File: config.mk
export PLATFORM = sky130hd
export DESIGN_NAME = sector_dma_engine
export DESIGN_NICKNAME = d
export VERILOG_FILES = /design/src/rtl/sdma_pkg.sv /design/src/rtl/sdma_fetch.sv /design/src/rtl/sdma_bus_stage.sv /design/src/rtl/sdma_line_asm.sv /design/src/rtl/sector_dma_engine.sv
export SDC_FILE = /design/constraint.sdc
export NUM_CORES = 1
export LEC_CHECK = 0
export BUFFER_PORTS_ARGS = -buffer_cell sky130_fd_sc_hd__buf_2
export CORE_ASPECT_RATIO = 1.2
export CORE_MARGIN = 2
export CORE_UTILIZATION = 45
export CTS_CLUSTER_DIAMETER = 120
export DETAILED_ROUTE_END_ITERATION = 8
export SYNTH_ARGS = -nofsm -noshare
export SYNTH_HDL_FRONTEND = slang
export SYNTH_SLANG_ARGS = --single-unit
File: constraint.sdc
create_clock -name clk -period 3.12 [get_ports clk]
set_clock_uncertainty 0.05 [all_clocks]
set_input_delay 0.156 -clock clk [delete_from_list [all_inputs] [get_ports clk]]
set_output_delay 0.156 -clock clk [all_outputs]
set_load 0.02 [all_outputs]
File: src/rtl/sdma_pkg.sv
package sdma_pkg;

  // Transfer controller state
  typedef enum logic {
    XF_IDLE = 1'b0,
    XF_RUN  = 1'b1
  } xfer_state_e;

endpackage

File: src/rtl/sdma_fetch.sv
// Reads the narrow cache one word per cycle and packs a bus beat.
module sdma_fetch #(
  parameter  int WORD_W      = 32,
  parameter  int BEAT_WORDS  = 4,
  parameter  int TOTAL_WORDS = 128,
  localparam int AW          = $clog2(TOTAL_WORDS)
) (
  input  logic                         clk,
  input  logic                         rst_n,
  input  logic                         clr,
  input  logic                         run,
  input  logic                         beat_take,
  output logic                         rd_en,
  output logic [AW-1:0]                rd_addr,
  input  logic [WORD_W-1:0]            rd_data,
  output logic                         beat_valid,
  output logic [BEAT_WORDS*WORD_W-1:0] beat_data
);

  localparam int CW = $clog2(BEAT_WORDS + 1);
  localparam int FW = CW + 1;
  localparam int IW = AW + 1;

  logic [IW-1:0] idx_q, idx_d;
  logic [CW-1:0] cnt_q, cnt_d;
  logic          pend_q, pend_d;
  logic [FW-1:0] fill;
  logic [BEAT_WORDS-1:0][WORD_W-1:0] stg_q, stg_d;
  logic          stg_en;

  always_comb begin
    fill       = FW'(cnt_q) + FW'(pend_q);
    beat_valid = (cnt_q == CW'(BEAT_WORDS));
    rd_en      = run && (idx_q < IW'(TOTAL_WORDS)) &&
                 ((fill < FW'(BEAT_WORDS)) || beat_take);
    rd_addr    = idx_q[AW-1:0];
    beat_data  = stg_q;
    stg_en     = pend_q;

    idx_d  = idx_q;
    cnt_d  = cnt_q;
    pend_d = rd_en;
    stg_d  = stg_q;
    if (rd_en) idx_d = idx_q + IW'(1);
    if (pend_q) begin
      for (int w = 0; w < BEAT_WORDS; w++) begin
        if (cnt_q == CW'(w)) stg_d[w] = rd_data;
      end
      cnt_d = cnt_q + CW'(1);
    end
    if (beat_take) cnt_d = '0;
    if (clr) begin
      idx_d  = '0;
      cnt_d  = '0;
      pend_d = 1'b0;
    end
  end

  always_ff @(posedge clk or negedge rst_n) begin
    if (!rst_n) begin
      idx_q  <= '0;
      cnt_q  <= '0;
      pend_q <= 1'b0;
    end else begin
      idx_q  <= idx_d;
      cnt_q  <= cnt_d;
      pend_q <= pend_d;
    end
  end

  always_ff @(posedge clk) begin
    if (stg_en) stg_q <= stg_d;
  end

endmodule

File: src/rtl/sdma_bus_stage.sv
// Non-pipelined bus: one beat occupies it for LAT cycles.
module sdma_bus_stage #(
  parameter  int DATA_W = 128,
  parameter  int LAT    = 4,
  localparam int TW     = (LAT > 1) ? $clog2(LAT) : 1
) (
  input  logic              clk,
  input  logic              rst_n,
  input  logic              load,
  input  logic [DATA_W-1:0] load_data,
  output logic              ready,
  output logic              arrive,
  output logic [DATA_W-1:0] arrive_data
);

  logic          valid_q, valid_d;
  logic [TW-1:0] tmr_q, tmr_d;
  logic [DATA_W-1:0] data_q;

  always_comb begin
    arrive      = valid_q && (tmr_q == '0);
    ready       = !valid_q || arrive;
    arrive_data = data_q;
    valid_d     = load ? 1'b1 : (arrive ? 1'b0 : valid_q);
    if (load)                   tmr_d = TW'(LAT - 1);
    else if (valid_q && !arrive) tmr_d = tmr_q - TW'(1);
    else                         tmr_d = tmr_q;
  end

  always_ff @(posedge clk or negedge rst_n) begin
    if (!rst_n) begin
      valid_q <= 1'b0;
      tmr_q   <= '0;
    end else begin
      valid_q <= valid_d;
      tmr_q   <= tmr_d;
    end
  end

  always_ff @(posedge clk) begin
    if (load) data_q <= load_data;
  end

endmodule

File: src/rtl/sdma_line_asm.sv
// Double-buffered line assembly and non-pipelined wide memory writer.
module sdma_line_asm #(
  parameter  int WORD_W     = 32,
  parameter  int BEAT_WORDS = 4,
  parameter  int LINE_BEATS = 4,
  parameter  int MEM_LAT    = 80,
  parameter  int ADDR_W     = 32,
  parameter  int NUM_LINES  = 8,
  localparam int BEAT_W     = WORD_W * BEAT_WORDS,
  localparam int LINE_W     = BEAT_W * LINE_BEATS
) (
  input  logic              clk,
  input  logic              rst_n,
  input  logic              clr,
  input  logic [ADDR_W-1:0] base,
  input  logic              beat_in,
  input  logic [BEAT_W-1:0] beat_data,
  output logic              mem_wr_en,
  output logic [ADDR_W-1:0] mem_wr_addr,
  output logic [LINE_W-1:0] mem_wr_data,
  output logic              line_free,
  output logic              all_done
);

  localparam int LINE_WORDS = BEAT_WORDS * LINE_BEATS;
  localparam int BIW        = (LINE_BEATS > 1) ? $clog2(LINE_BEATS) : 1;
  localparam int MW         = $clog2(MEM_LAT);
  localparam int LNW        = $clog2(NUM_LINES + 1);

  logic              wsel_q, wsel_d, rsel_q, rsel_d;
  logic [BIW-1:0]    bidx_q, bidx_d;
  logic [1:0]        full_q, full_d;
  logic              act_q, act_d;
  logic [MW-1:0]     tmr_q, tmr_d;
  logic [ADDR_W-1:0] addr_q, addr_d;
  logic [LNW-1:0]    lines_q, lines_d;
  logic              fill_last, wr_done;
  logic [1:0][LINE_W-1:0] lines_all;

  for (genvar b = 0; b < 2; b++) begin : g_buf
    logic [LINE_BEATS-1:0][BEAT_W-1:0] line_q;
    always_ff @(posedge clk) begin
      for (int s = 0; s < LINE_BEATS; s++) begin
        if (beat_in && (wsel_q == 1'(b)) && (bidx_q == BIW'(s))) line_q[s] <= beat_data;
      end
    end
    assign lines_all[b] = line_q;
  end

  always_comb begin
    mem_wr_en   = full_q[rsel_q] && !act_q;
    mem_wr_addr = addr_q;
    mem_wr_data = lines_all[rsel_q];
    wr_done     = act_q && (tmr_q == '0);
    fill_last   = beat_in && (bidx_q == BIW'(LINE_BEATS - 1));
    line_free   = wr_done;
    all_done    = wr_done && (lines_q == LNW'(NUM_LINES - 1));

    wsel_d  = fill_last ? ~wsel_q : wsel_q;
    bidx_d  = beat_in ? (fill_last ? '0 : bidx_q + BIW'(1)) : bidx_q;
    full_d  = full_q;
    if (wr_done)   full_d[rsel_q] = 1'b0;
    if (fill_last) full_d[wsel_q] = 1'b1;
    act_d   = mem_wr_en ? 1'b1 : (wr_done ? 1'b0 : act_q);
    if (mem_wr_en)              tmr_d = MW'(MEM_LAT - 1);
    else if (act_q && !wr_done) tmr_d = tmr_q - MW'(1);
    else                        tmr_d = tmr_q;
    rsel_d  = wr_done ? ~rsel_q : rsel_q;
    addr_d  = wr_done ? addr_q + ADDR_W'(LINE_WORDS) : addr_q;
    lines_d = wr_done ? lines_q + LNW'(1) : lines_q;
    if (clr) begin
      wsel_d  = 1'b0;
      rsel_d  = 1'b0;
      bidx_d  = '0;
      full_d  = '0;
      act_d   = 1'b0;
      tmr_d   = '0;
      addr_d  = base;
      lines_d = '0;
    end
  end

  always_ff @(posedge clk or negedge rst_n) begin
    if (!rst_n) begin
      wsel_q  <= 1'b0;
      rsel_q  <= 1'b0;
      bidx_q  <= '0;
      full_q  <= '0;
      act_q   <= 1'b0;
      tmr_q   <= '0;
      addr_q  <= '0;
      lines_q <= '0;
    end else begin
      wsel_q  <= wsel_d;
      rsel_q  <= rsel_d;
      bidx_q  <= bidx_d;
      full_q  <= full_d;
      act_q   <= act_d;
      tmr_q   <= tmr_d;
      addr_q  <= addr_d;
      lines_q <= lines_d;
    end
  end

endmodule

File: src/rtl/sector_dma_engine.sv
module sector_dma_engine #(
  parameter  int WORD_W       = 32,
  parameter  int SECTOR_WORDS = 128,
  parameter  int BEAT_WORDS   = 4,
  parameter  int LINE_BEATS   = 4,
  parameter  int BUS_LAT      = 4,
  parameter  int MEM_LAT      = 80,
  parameter  int ADDR_W       = 32,
  parameter  int CNT_W        = 16,
  localparam int AW           = $clog2(SECTOR_WORDS),
  localparam int LINE_W       = WORD_W * BEAT_WORDS * LINE_BEATS
) (
  input  logic              clk,
  input  logic              rst_n,
  input  logic              start,
  input  logic [ADDR_W-1:0] dst_base,
  output logic              busy,
  output logic              done,
  output logic [CNT_W-1:0]  cycle_count,
  output logic              cache_rd_en,
  output logic [AW-1:0]     cache_rd_addr,
  input  logic [WORD_W-1:0] cache_rd_data,
  output logic              mem_wr_en,
  output logic [ADDR_W-1:0] mem_wr_addr,
  output logic [LINE_W-1:0] mem_wr_data
);

  import sdma_pkg::*;

  localparam int LINE_WORDS = BEAT_WORDS * LINE_BEATS;
  localparam int NUM_LINES  = SECTOR_WORDS / LINE_WORDS;
  localparam int BEAT_W     = WORD_W * BEAT_WORDS;
  localparam int SLOTS      = 2 * LINE_BEATS;
  localparam int RW         = $clog2(SLOTS + 1);

  logic [1:0]   rsync_q;
  logic         rst_int_n;
  xfer_state_e  state_q, state_d;
  logic [RW-1:0] resv_q, resv_d;
  logic [CNT_W-1:0] cnt_q, cnt_d;
  logic         cnt_en, done_q, done_d;
  logic         start_acc, launch;
  logic         beat_valid, bus_ready, arrive, line_free, all_done;
  logic [BEAT_W-1:0] beat_data, arrive_data;

  // Asynchronous assertion, synchronous release
  always_ff @(posedge clk or negedge rst_n) begin
    if (!rst_n) rsync_q <= 2'b00;
    else        rsync_q <= {rsync_q[0], 1'b1};
  end
  assign rst_int_n = rsync_q[1];

  always_comb begin
    busy      = (state_q == XF_RUN);
    start_acc = start && (state_q == XF_IDLE);
    launch    = beat_valid && bus_ready && (resv_q < RW'(SLOTS));
    resv_d    = resv_q + (launch ? RW'(1) : RW'(0)) - (line_free ? RW'(LINE_BEATS) : RW'(0));
    if (start_acc) resv_d = '0;
    state_d   = state_q;
    if (start_acc)     state_d = XF_RUN;
    else if (all_done) state_d = XF_IDLE;
    cnt_en    = start_acc || busy;
    cnt_d     = start_acc ? '0 : cnt_q + CNT_W'(1);
    done_d    = all_done;
    done        = done_q;
    cycle_count = cnt_q;
  end

  always_ff @(posedge clk or negedge rst_int_n) begin
    if (!rst_int_n) begin
      state_q <= XF_IDLE;
      resv_q  <= '0;
      cnt_q   <= '0;
      done_q  <= 1'b0;
    end else begin
      state_q <= state_d;
      resv_q  <= resv_d;
      done_q  <= done_d;
      if (cnt_en) cnt_q <= cnt_d;
    end
  end

  sdma_fetch #(
    .WORD_W(WORD_W), .BEAT_WORDS(BEAT_WORDS), .TOTAL_WORDS(SECTOR_WORDS)
  ) u_fetch (
    .clk(clk), .rst_n(rst_int_n), .clr(start_acc), .run(busy),
    .beat_take(launch), .rd_en(cache_rd_en), .rd_addr(cache_rd_addr),
    .rd_data(cache_rd_data), .beat_valid(beat_valid), .beat_data(beat_data)
  );

  sdma_bus_stage #(
    .DATA_W(BEAT_W), .LAT(BUS_LAT)
  ) u_bus (
    .clk(clk), .rst_n(rst_int_n), .load(launch), .load_data(beat_data),
    .ready(bus_ready), .arrive(arrive), .arrive_data(arrive_data)
  );

  sdma_line_asm #(
    .WORD_W(WORD_W), .BEAT_WORDS(BEAT_WORDS), .LINE_BEATS(LINE_BEATS),
    .MEM_LAT(MEM_LAT), .ADDR_W(ADDR_W), .NUM_LINES(NUM_LINES)
  ) u_asm (
    .clk(clk), .rst_n(rst_int_n), .clr(start_acc), .base(dst_base),
    .beat_in(arrive), .beat_data(arrive_data), .mem_wr_en(mem_wr_en),
    .mem_wr_addr(mem_wr_addr), .mem_wr_data(mem_wr_data),
    .line_free(line_free), .all_done(all_done)
  );

endmodule

**Yosys cells after proc, flatten, opt, wreduce, memory -nomap -nowiden**

Index checks and enable logic that the tools add are counted.

- Register bits after elaboration: 1369
- Logic and storage cells: 156
- Output and inout bits: 571
- Input port bits: 67

- Equal/unequal tests: 8
- Magnitude comparators: 7
- Reduce and logical (&&, ||, !) cells: 49
- Add/sub/neg operators: 11
- Bitwise logic cells: 6
- Muxes and demuxes: 44

Operators by type and width:

| operator | count |
|---|---|
| 512-bit two-way mux | 2 |
| 32-bit two-way mux | 2 |
| 32-bit by 5-bit adder with 32-bit output, second input constant | 1 |
| 1-bit logical AND | 24 |
| 7-bit two-way mux | 3 |
| 1-bit two-way mux | 17 |
| 16-bit by 1-bit adder with 16-bit output, second input constant | 1 |
| 16-bit two-way mux | 1 |
| 2-bit two-way mux | 8 |
| 8-bit two-way mux | 2 |
| 2-bit nonzero test | 7 |
| 3-bit two-way mux | 4 |
| 4-bit two-way mux | 3 |
| 3-bit nonzero test | 3 |
| 8-bit by 1-bit adder with 8-bit output, second input constant | 1 |
| 8-bit less-than comparator, second input constant | 1 |
| 2-bit AND reduction | 4 |
| 7-bit logical NOT | 1 |
| 7-bit by 1-bit subtractor with 7-bit output, second input constant | 1 |
| 3-bit by 2-bit == test with 1-bit output, second input constant | 2 |
| 3-bit by 1-bit adder with 4-bit output | 1 |
| 4-bit by 1-bit adder with 4-bit output | 1 |
| 4-bit by 1-bit adder with 4-bit output, second input constant | 1 |
| 2-bit == test, second input constant | 2 |
| 21 further kinds | 32 |

**Logic depth before layout (Yosys ltp)**

Gate-level depths: netlist (run 1).

- Word-level depth: 10
- Depth in mapped cells: 12
- Gate-level depth less buffers: 11

**Modules after synthesis**

Synthesis (run 1) repeated with hierarchy kept, for this count alone.

- Cells, all modules: 2346
- Area, all modules: 49313.5 um^2

Modules (own cells, without submodules):

| module | cells each | area each (um^2) | instances | seq. area each (um^2) |
|---|---|---|---|---|
| sdma_line_asm | 1894 | 39556.7 | 1 | 32000.7 |
| sdma_fetch | 205 | 4594.4 | 1 | 4144.0 |
| sdma_bus_stage | 142 | 4002.6 | 1 | 3918.8 |
| sector_dma_engine | 105 | 1159.9 | 1 | 600.6 |

**Least setup slack after synthesis (run 1)**

OpenSTA, ideal clock, no wires.

- Path type: register to register
- From: register u_bus.tmr_q[0]
- To: register u_asm.g_buf[1].line_q[256] (netlist name) (enable)
- Data required time: 2.453 ns
- Period minus slack after synthesis: 6.869 ns
- Library setup time: 0.617 ns
- Stages on the path, launching flop included: 6
- Data arrival time: 6.203 ns
- Path buffers: 1
- Setup slack: -3.749 ns
- Cells stage by stage: dfrtp_1 > inv_1 > ha_1 > clkbuf_1 > nand2_1 > nor2_1

- Longest elaborated chain between the ends: 4

RTL lines:

| item | RTL line | text |
|---|---|---|
| from (decl) | sdma_bus_stage.sv:17 | `logic [TW-1:0] tmr_q, tmr_d;` |
| from (signal assigned) | sdma_bus_stage.sv:36 | `tmr_q <= tmr_d;` |
| 2-bit logical NOT | sdma_bus_stage.sv:21 | `arrive = valid_q && (tmr_q == '0);` |
| 1-bit logical AND | sdma_bus_stage.sv:21 |  |
| 1-bit logical AND (2 in series) | sdma_line_asm.sv:44 | `if (beat_in && (wsel_q == 1'(b)) && (bidx_q == BIW'(s))) line_q[s] <= beat_data;` |
| to (signal, indexed assignment) | sdma_line_asm.sv:44 |  |
| to (decl) | sdma_line_asm.sv:41 | `logic [LINE_BEATS-1:0][BEAT_W-1:0] line_q;` |

No other way between the ends.
A chain may end at the register's enable or synchronous reset.

**Final worst setup path (run 1)**

- From: register u_bus.tmr_q[0]
- To: output port cache_rd_en

- Longest elaborated chain between the ends: 7

RTL lines:

| item | RTL line | text |
|---|---|---|
| 2-bit logical NOT | sdma_bus_stage.sv:21 |  |
| 1-bit logical AND | sdma_bus_stage.sv:21 |  |
| 1-bit logical OR | sdma_bus_stage.sv:22 | `ready = !valid_q \|\| arrive;` |
| 1-bit logical AND (2 in series) | sector_dma_engine.sv:56 | `launch = beat_valid && bus_ready && (resv_q < RW'(SLOTS));` |
| 1-bit logical OR | sdma_fetch.sv:35 | `((fill < FW'(BEAT_WORDS)) \|\| beat_take);` |
| 1-bit logical AND | sdma_fetch.sv:34 | `rd_en = run && (idx_q < IW'(TOTAL_WORDS)) &&` |
| to (decl) | sector_dma_engine.sv:20 | `output logic cache_rd_en,` |

No other way between the ends.

==> flow_summary_export.csv, run 1 <==
group,metric,value,unit
timing,fmax,0.339,GHz
yosys,synth-seq-area-share,82.9,%
run,max_cap_violations,0,
clocking,post-cts-setup-buffer-count,0,
route,vias,24500,
power_and_ir_drop,p_leak,20.8,nW
finish,layout_common_cells,"1280 x edfxtp_1, 637 x buf_2, 513 x mux2_2, 142 x clkbuf_16, 87 x dfrtp_1",
placed_design,io_buffers,637,
finish,final_util,55.3,%
yosys,syn_nets,2429,
timing,fin_crit,2.95,ns
timing,worst_slew_pin_slew,0.905,ns
timing,finalMaxSlewViolations,0,
die,num_rows,132,
setup_path,reg2reg_depth,8,
yosys,synth_fa_ha_area_share,0.535,%
route,viasPerCell,5.23,
clocking,clk_pin_slew,0.06,ns
grt,globalRouteOverflowTotal,0,
setup_path,worstPathRequired,2.91,ns
yosys,ys_ff_latch,1369,
setup_path,r2r-end,"u_asm.mem_wr_addr[29]",
die,fp.dieW,305,microns
die,die_area,112000,sq um
clocking,worstSkewPairLatency,0.75,ns
placed_design,gp_congestion,0.831,
route,drt_pass1_iterations,5,
timing,setup_violations,0,
setup_path,endpoint_kind,"output pin",
yosys,ys.flop_type,"edfxtp_1",
power_and_ir_drop,peakVddDrop,0.519,mV
grt,grt_pass1_vias,25200,
finish,fillers,8343,
grt,grt_pass1_wl,180000,microns
timing,rsz0062_at_grt,"no",
yosys,synth_area_leaders,"edfxtp_1 78%, mux2_2 12%, dfrtp_1 4.5%",
setup_path,critical_path_class,"reg2out",
status,status,"finished clean",
clocking,cts.sinks,1369,
min_path,hp-start,"dst_base[16]",
yosys,yosys_warnings,0,
timing,hold-worst-slack,0.103,ns
clocking,cts_root_buf,"clkbuf_16",
route,avgRoutedWirePerCell,27.0,microns
route,drc,0,
yosys,yosys.area_share.simple,2.10,%
yosys,synth_cell_types,46,
grt,grt_max_degree,130,
placed_design,dp_hpwl,79100,microns
clocking,clk_path_buf_depth,3,
yosys,netlist_area,49100,sq um
setup_path,cp.arrival,2.74,ns
yosys,synth_top_family_by_area,"multiplexers",
grt,grt_use_total,22.5,%
setup_path,rrSetupSlack,0.24,ns
setup_path,path_max_fanout,8,
min_path,min_path_cells,4,
yosys,synth_edf_count,1280,
finish,drive_above_1_share,43.2,%
min_path,hold-path-endpoint,"u_asm.mem_wr_addr[16]",
setup_path,cp-start-kind,"flop",
timing,fin_crit_sh,94.6,%
die,fp.dieH,366,microns
timing,slew-limit-headroom,39.7,%
die,io_pins,638,
yosys,async_flop_share,6.50,%
route,ant_nets,0,
power_and_ir_drop,cellPowerDensity,853,nW/um^2
setup_path,worstReg2RegStart,"u_asm.tmr_q[0]",
yosys,syn-instance-count,2341,
route,totalWireLength,127000,microns
yosys,synth_xor_area_share,0.732,%
yosys,syn_avg_cell_area,21.0,sq um
clocking,cts_tree,"done",
finish,area_delta_synth_final,21.7,%
yosys,yosysTopAreaCellShare,78.3,%
yosys,synth_top_cell_by_area,"edfxtp_1",
finish,fin_nets,3260,
finish,final_common_cell,"edfxtp_1",
timing,hold_viol_final,0,
yosys,synth-compound-area-share,0.788,%
grt,grt_antenna_before_repair,20,
die,fp.coreArea,108000,sq um
yosys,synthMuxAreaShare,12.1,%
min_path,hp-class,"in2reg",
clocking,h-tree-depth,4,
clocking,numCtsBuffers,134,
die,start_util,45.4,%
route,drt_iter0_markers,2021,
## per-layer routing
metal,vias to the layer above,track usage (%),wire [microns]
met5,-,0,54
met4,8,7.92,3810
met3,185,5.76,9410
met2,865,38.0,63400
met1,12700,28.1,50000
li1,10800,-,-
## flip-flops by register name, indices dropped and copies added (netlist names), 7 cells and up
signal and count:
cycle_count 16, u_asm.g_buf.line_q 1024, u_asm.mem_wr_addr 32, u_asm.tmr_q 7, u_bus.arrive_data 128, u_fetch.beat_data 128
u_fetch.idx_q 8
## Yosys cell counts (all sizes together) (2+ instances only)
library cell and number:
nor3 18, nand4 16, or3 4, clkbuf 68
a22o 3, nor2 35, nand2b 7, and3 8
and4 3, nand2 82, edfxtp 1280, o31ai 3
xnor2 20, ha 21, xor2 21, o21ai 29
nor4 3, nand3 25, a31oi 3, and2 5
buf 16, a21oi 9, o211ai 5, inv 19
o31a 2, a211oi 5, mux2i 16, dfrtp 89
mux2 513, nor2b 2
## area by class of cell
type | instances | area [sq um] | area share (%)
clock inverter | 71 | 649 | 1.09
timing repair buffer | 779 | 4790 | 8.02
clock buffer | 172 | 3700 | 6.19
antenna | 5 | 12.5 | 0.0210
sequential | 1369 | 40700 | 68.1
tap | 1407 | 1760 | 2.95
inverter | 19 | 83.8 | 0.140
multi-input combinational | 869 | 8060 | 13.5
## how the worst max path moves through the flow
stage / startpoint / slack [ns] / to
2_1_floorplan: u_bus.tmr_q[0] / -0.82 / resv_q[3]
3_3_place_gp: u_asm.tmr_q[0] / 0.34 / u_asm.mem_wr_addr[29]
3_5_place_dp: u_asm.tmr_q[0] / 0.26 / u_asm.mem_wr_addr[29]
4_1_cts: u_bus.tmr_q[1] / 0.009 / cache_rd_en
5_1_grt: u_asm.tmr_q[0] / 0.04 / u_asm.mem_wr_addr[30]
6_report: u_bus.tmr_q[0] / 0.17 / cache_rd_en
## logic make-up (layout without fill, tap and decap cells)
| family | Yosys count | in the layout |
|---|---|---|
| AO/OA/AOI/OAI | 63 | 63 |
| XOR/XNOR | 41 | 41 |
| AND/OR/NAND/NOR | 214 | 214 |
| buffers and inverters | 103 | 1041 |
| flip-flops | 1369 | 1369 |
| multiplexers | 529 | 529 |
| other | 1 | 6 |
| adder cells (fa/ha/maj) | 21 | 21 |
## power by group
| part | internal [W] | leakage [nW] | total [W] | switching, W |
|---|---|---|---|---|
| clock | 0.00929 | 2.12 | 0.0160 | 0.00671 |
| sequential | 0.0221 | 12.6 | 0.0234 | 0.00124 |
| combinational | 0.00437 | 6.10 | 0.0115 | 0.00717 |
| total | 0.0358 | 20.8 | 0.0509 | 0.0151 |
## timing repair
action / CTS / global route
resized for setup: 0 / 1
setup endpoints to repair: 0 / 1
hold buffers: 83 / 0
endpoints found under the hold margin: 171 / 0
## stage by stage
stage	power [W]	worst slack, ns	cells	TNS [ns]	instance area (sq um)
finish	0.0509	0.170	4691	0	59700
CTS	0.0514	0.00933	4686	0	59700
global route	0.0528	0.0353	4686	0	59700
detailed placement	0.0353	0.260	4360	0	54500
global placement	0.0351	0.337	4360	0	54500
floorplan	0.0309	-0.824	2341	-221.98	49100
## worst max-delay path, stage by stage (launching register included)
cell and delay (ns):
dfrtp_1 0.37, inv_2 0.06, ha_2 0.26, nand2b_4 0.19, a41oi_1 0.42, nor2_2 0.46
buf_2 0.24
Note: power is estimated with default switching activity, not from simulation.
==> inputs of run 2 (changes only) <==
==> constraint.sdc (replaced) <==
create_clock -name clk -period 3.5 [get_ports clk]
set_clock_uncertainty 0.05 [all_clocks]
set_input_delay 0.175 -clock clk [delete_from_list [all_inputs] [get_ports clk]]
set_output_delay 0.175 -clock clk [all_outputs]
set_load 0.02 [all_outputs]
==> flow_summary_export.csv, run 2 (synthesized netlist as in run 1, its figures left out) <==
group,metric,value,unit
setup_path,crit_start,"u_asm.tmr_q[0]",
power_and_ir_drop,p_leak,20.7,nW
power_and_ir_drop,peakVddDrop,0.453,mV
setup_path,endpoint_kind,"flop",
route,wl_met2,63500,microns
finish,regMostFlops,"u_asm.g_buf.line_q",
setup_path,rrSetupSlack,0.10,ns
setup_path,critical_path_class,"reg2reg",
setup_path,worstReg2RegStart,"u_asm.tmr_q[0]",
finish,fin_nets,3250,
grt,grt_antenna_before_repair,20,
die,die_area,112000,sq um
route,drt_pass1_iterations,5,
clocking,worstSkewPairLatency,0.75,ns
timing,finalMaxSlewViolations,0,
clocking,cts_resized,0,
finish,final_common_cell,"edfxtp_1",
clocking,clk_pin_slew,0.06,ns
route,viasPerCell,5.27,
clocking,cts.sinks,1369,
route,avgRoutedWirePerCell,27.2,microns
setup_path,reg2reg_depth,8,
placed_design,dp_hpwl,78100,microns
route,drt_iter0_markers,2140,
timing,setup_violations,0,
timing,worst_slew_pin_slew,1.14,ns
setup_path,cp.arrival,3.96,ns
finish,layout_common_cells,"1280 x edfxtp_1, 637 x buf_2, 513 x mux2_2, 141 x clkbuf_16, 91 x dlygate4sd3_1",
timing,rsz0062_at_grt,"no",
timing,fin_crit_sh,97.0,%
finish,final_area,59600,sq um
grt,globalRouteOverflowTotal,0,
die,fp.coreArea,108000,sq um
grt,grt_max_degree,109,
setup_path,r2r-end,"u_asm.mem_wr_addr[27]",
grt,grt_pass1_vias,25500,
die,fp.dieH,366,microns
die,fp.dieW,305,microns
route,drc,0,
die,io_pins,638,
route,ant_nets,0,
clocking,cts_root_buf,"clkbuf_16",
finish,area_delta_synth_final,21.5,%
route,totalWireLength,127000,microns
timing,fmax,0.294,GHz
status,status,"finished clean",
placed_design,gp_congestion,0.857,
die,start_util,45.4,%
grt,grt_pass1_wl,180000,microns
placed_design,io_buffers,637,
setup_path,cp-start-kind,"flop",
clocking,h-tree-depth,4,
route,top_layer,"met5",
route,met3WireLength,10000,microns
setup_path,worstPathRequired,4.07,ns
route,vias,24700,
run,max_cap_violations,0,
clocking,clk_path_buf_depth,3,
route,wl_met1,49200,microns
finish,fillers,8354,
timing,hold_viol_final,0,
timing,fin_setup_tns,0,ns
min_path,hp-class,"in2reg",
grt,grt_use_total,22.7,%
finish,largest_reg_flops,1024,
clocking,numCtsBuffers,134,
timing,fin_crit,3.40,ns
setup_path,cp-endpoint,"u_asm.mem_wr_addr[27]",
clocking,cts_tree,"done",
power_and_ir_drop,cellPowerDensity,760,nW/um^2
placed_design,place_area,54400,sq um
die,num_rows,132,
setup_path,path_max_fanout,7,
finish,drive_above_1_share,42.9,%
timing,slew-limit-headroom,24.2,%
run 2: timing repair:
| action | in CTS | in global routing |
|---|---|---|
| buffers inserted | 0 | 0 |
| hold buffers | 91 | 0 |
| endpoints found under the hold margin | 175 | 0 |
run 2: worst max-delay path, stage by stage (launching register included):
cell           delay, ns
dfrtp_1             0.41
inv_1               0.09
ha_1                0.22
or4b_1              0.60
or3_1               0.56
nor4_4              0.48
xnor2_1             0.17
o21ai_1             0.08
dlygate4sd3_1       0.62
run 2: how the worst min path moves through the flow:
stage	slack [ns]	to	depth (start not counted)	start
final	0.13	u_asm.mem_wr_addr[23]	4	dst_base[23]
after global routing	0.11	u_asm.mem_wr_addr[25]	4	dst_base[25]
after CTS	0.04	u_asm.mem_wr_addr[23]	4	dst_base[23]
after detailed placement	-0.08	rsync_q[0]	1	rst_n
after global placement	-0.09	rsync_q[0]	1	rst_n
after floorplan	-0.17	rsync_q[0]	0	rst_n
run 2: layout make-up:
cell class	count	area, sq um	share of cell area (%)
Tap cell	1407	1760	2.95
Clock buffer	166	3630	6.09
Sequential cell	1369	40700	68.2
Inverter	19	85.1	0.143
Multi-Input combinational cell	869	8040	13.5
Antenna cell	13	32.5	0.0546
Timing Repair Buffer	769	4720	7.91
Clock inverter	74	694	1.16
run 2: metal layers:
layer,vias up,global-route usage [%]
li1,10800,-
met1,12700,28.4
met2,984,38.1
met3,231,5.48
met5,-,0
met4,2,8.81
run 2: per-stage QoR:
step	utilization [%]	hold WS, ns	setup slack [ns]	total power, W	instances
after detailed placement	50.3	-0.0846	0.475	0.0315	4342
after global routing	55.2	0.106	0.00156	0.0469	4673
final	55.2	0.128	0.103	0.0453	4686
after floorplan	-	-0.171	-1.24	0.0275	2341
after global placement	50.3	-0.0881	0.568	0.0313	4342
after CTS	55.2	0.0444	0.178	0.0457	4673
run 2: where the power goes:
| group | leakage, nW | total [W] | switching (W) | internal, W |
|---|---|---|---|---|
| clock network | 2.12 | 0.0142 | 0.00600 | 0.00821 |
| registers | 12.6 | 0.0209 | 0.00116 | 0.0198 |
| logic | 6.03 | 0.0102 | 0.00634 | 0.00384 |
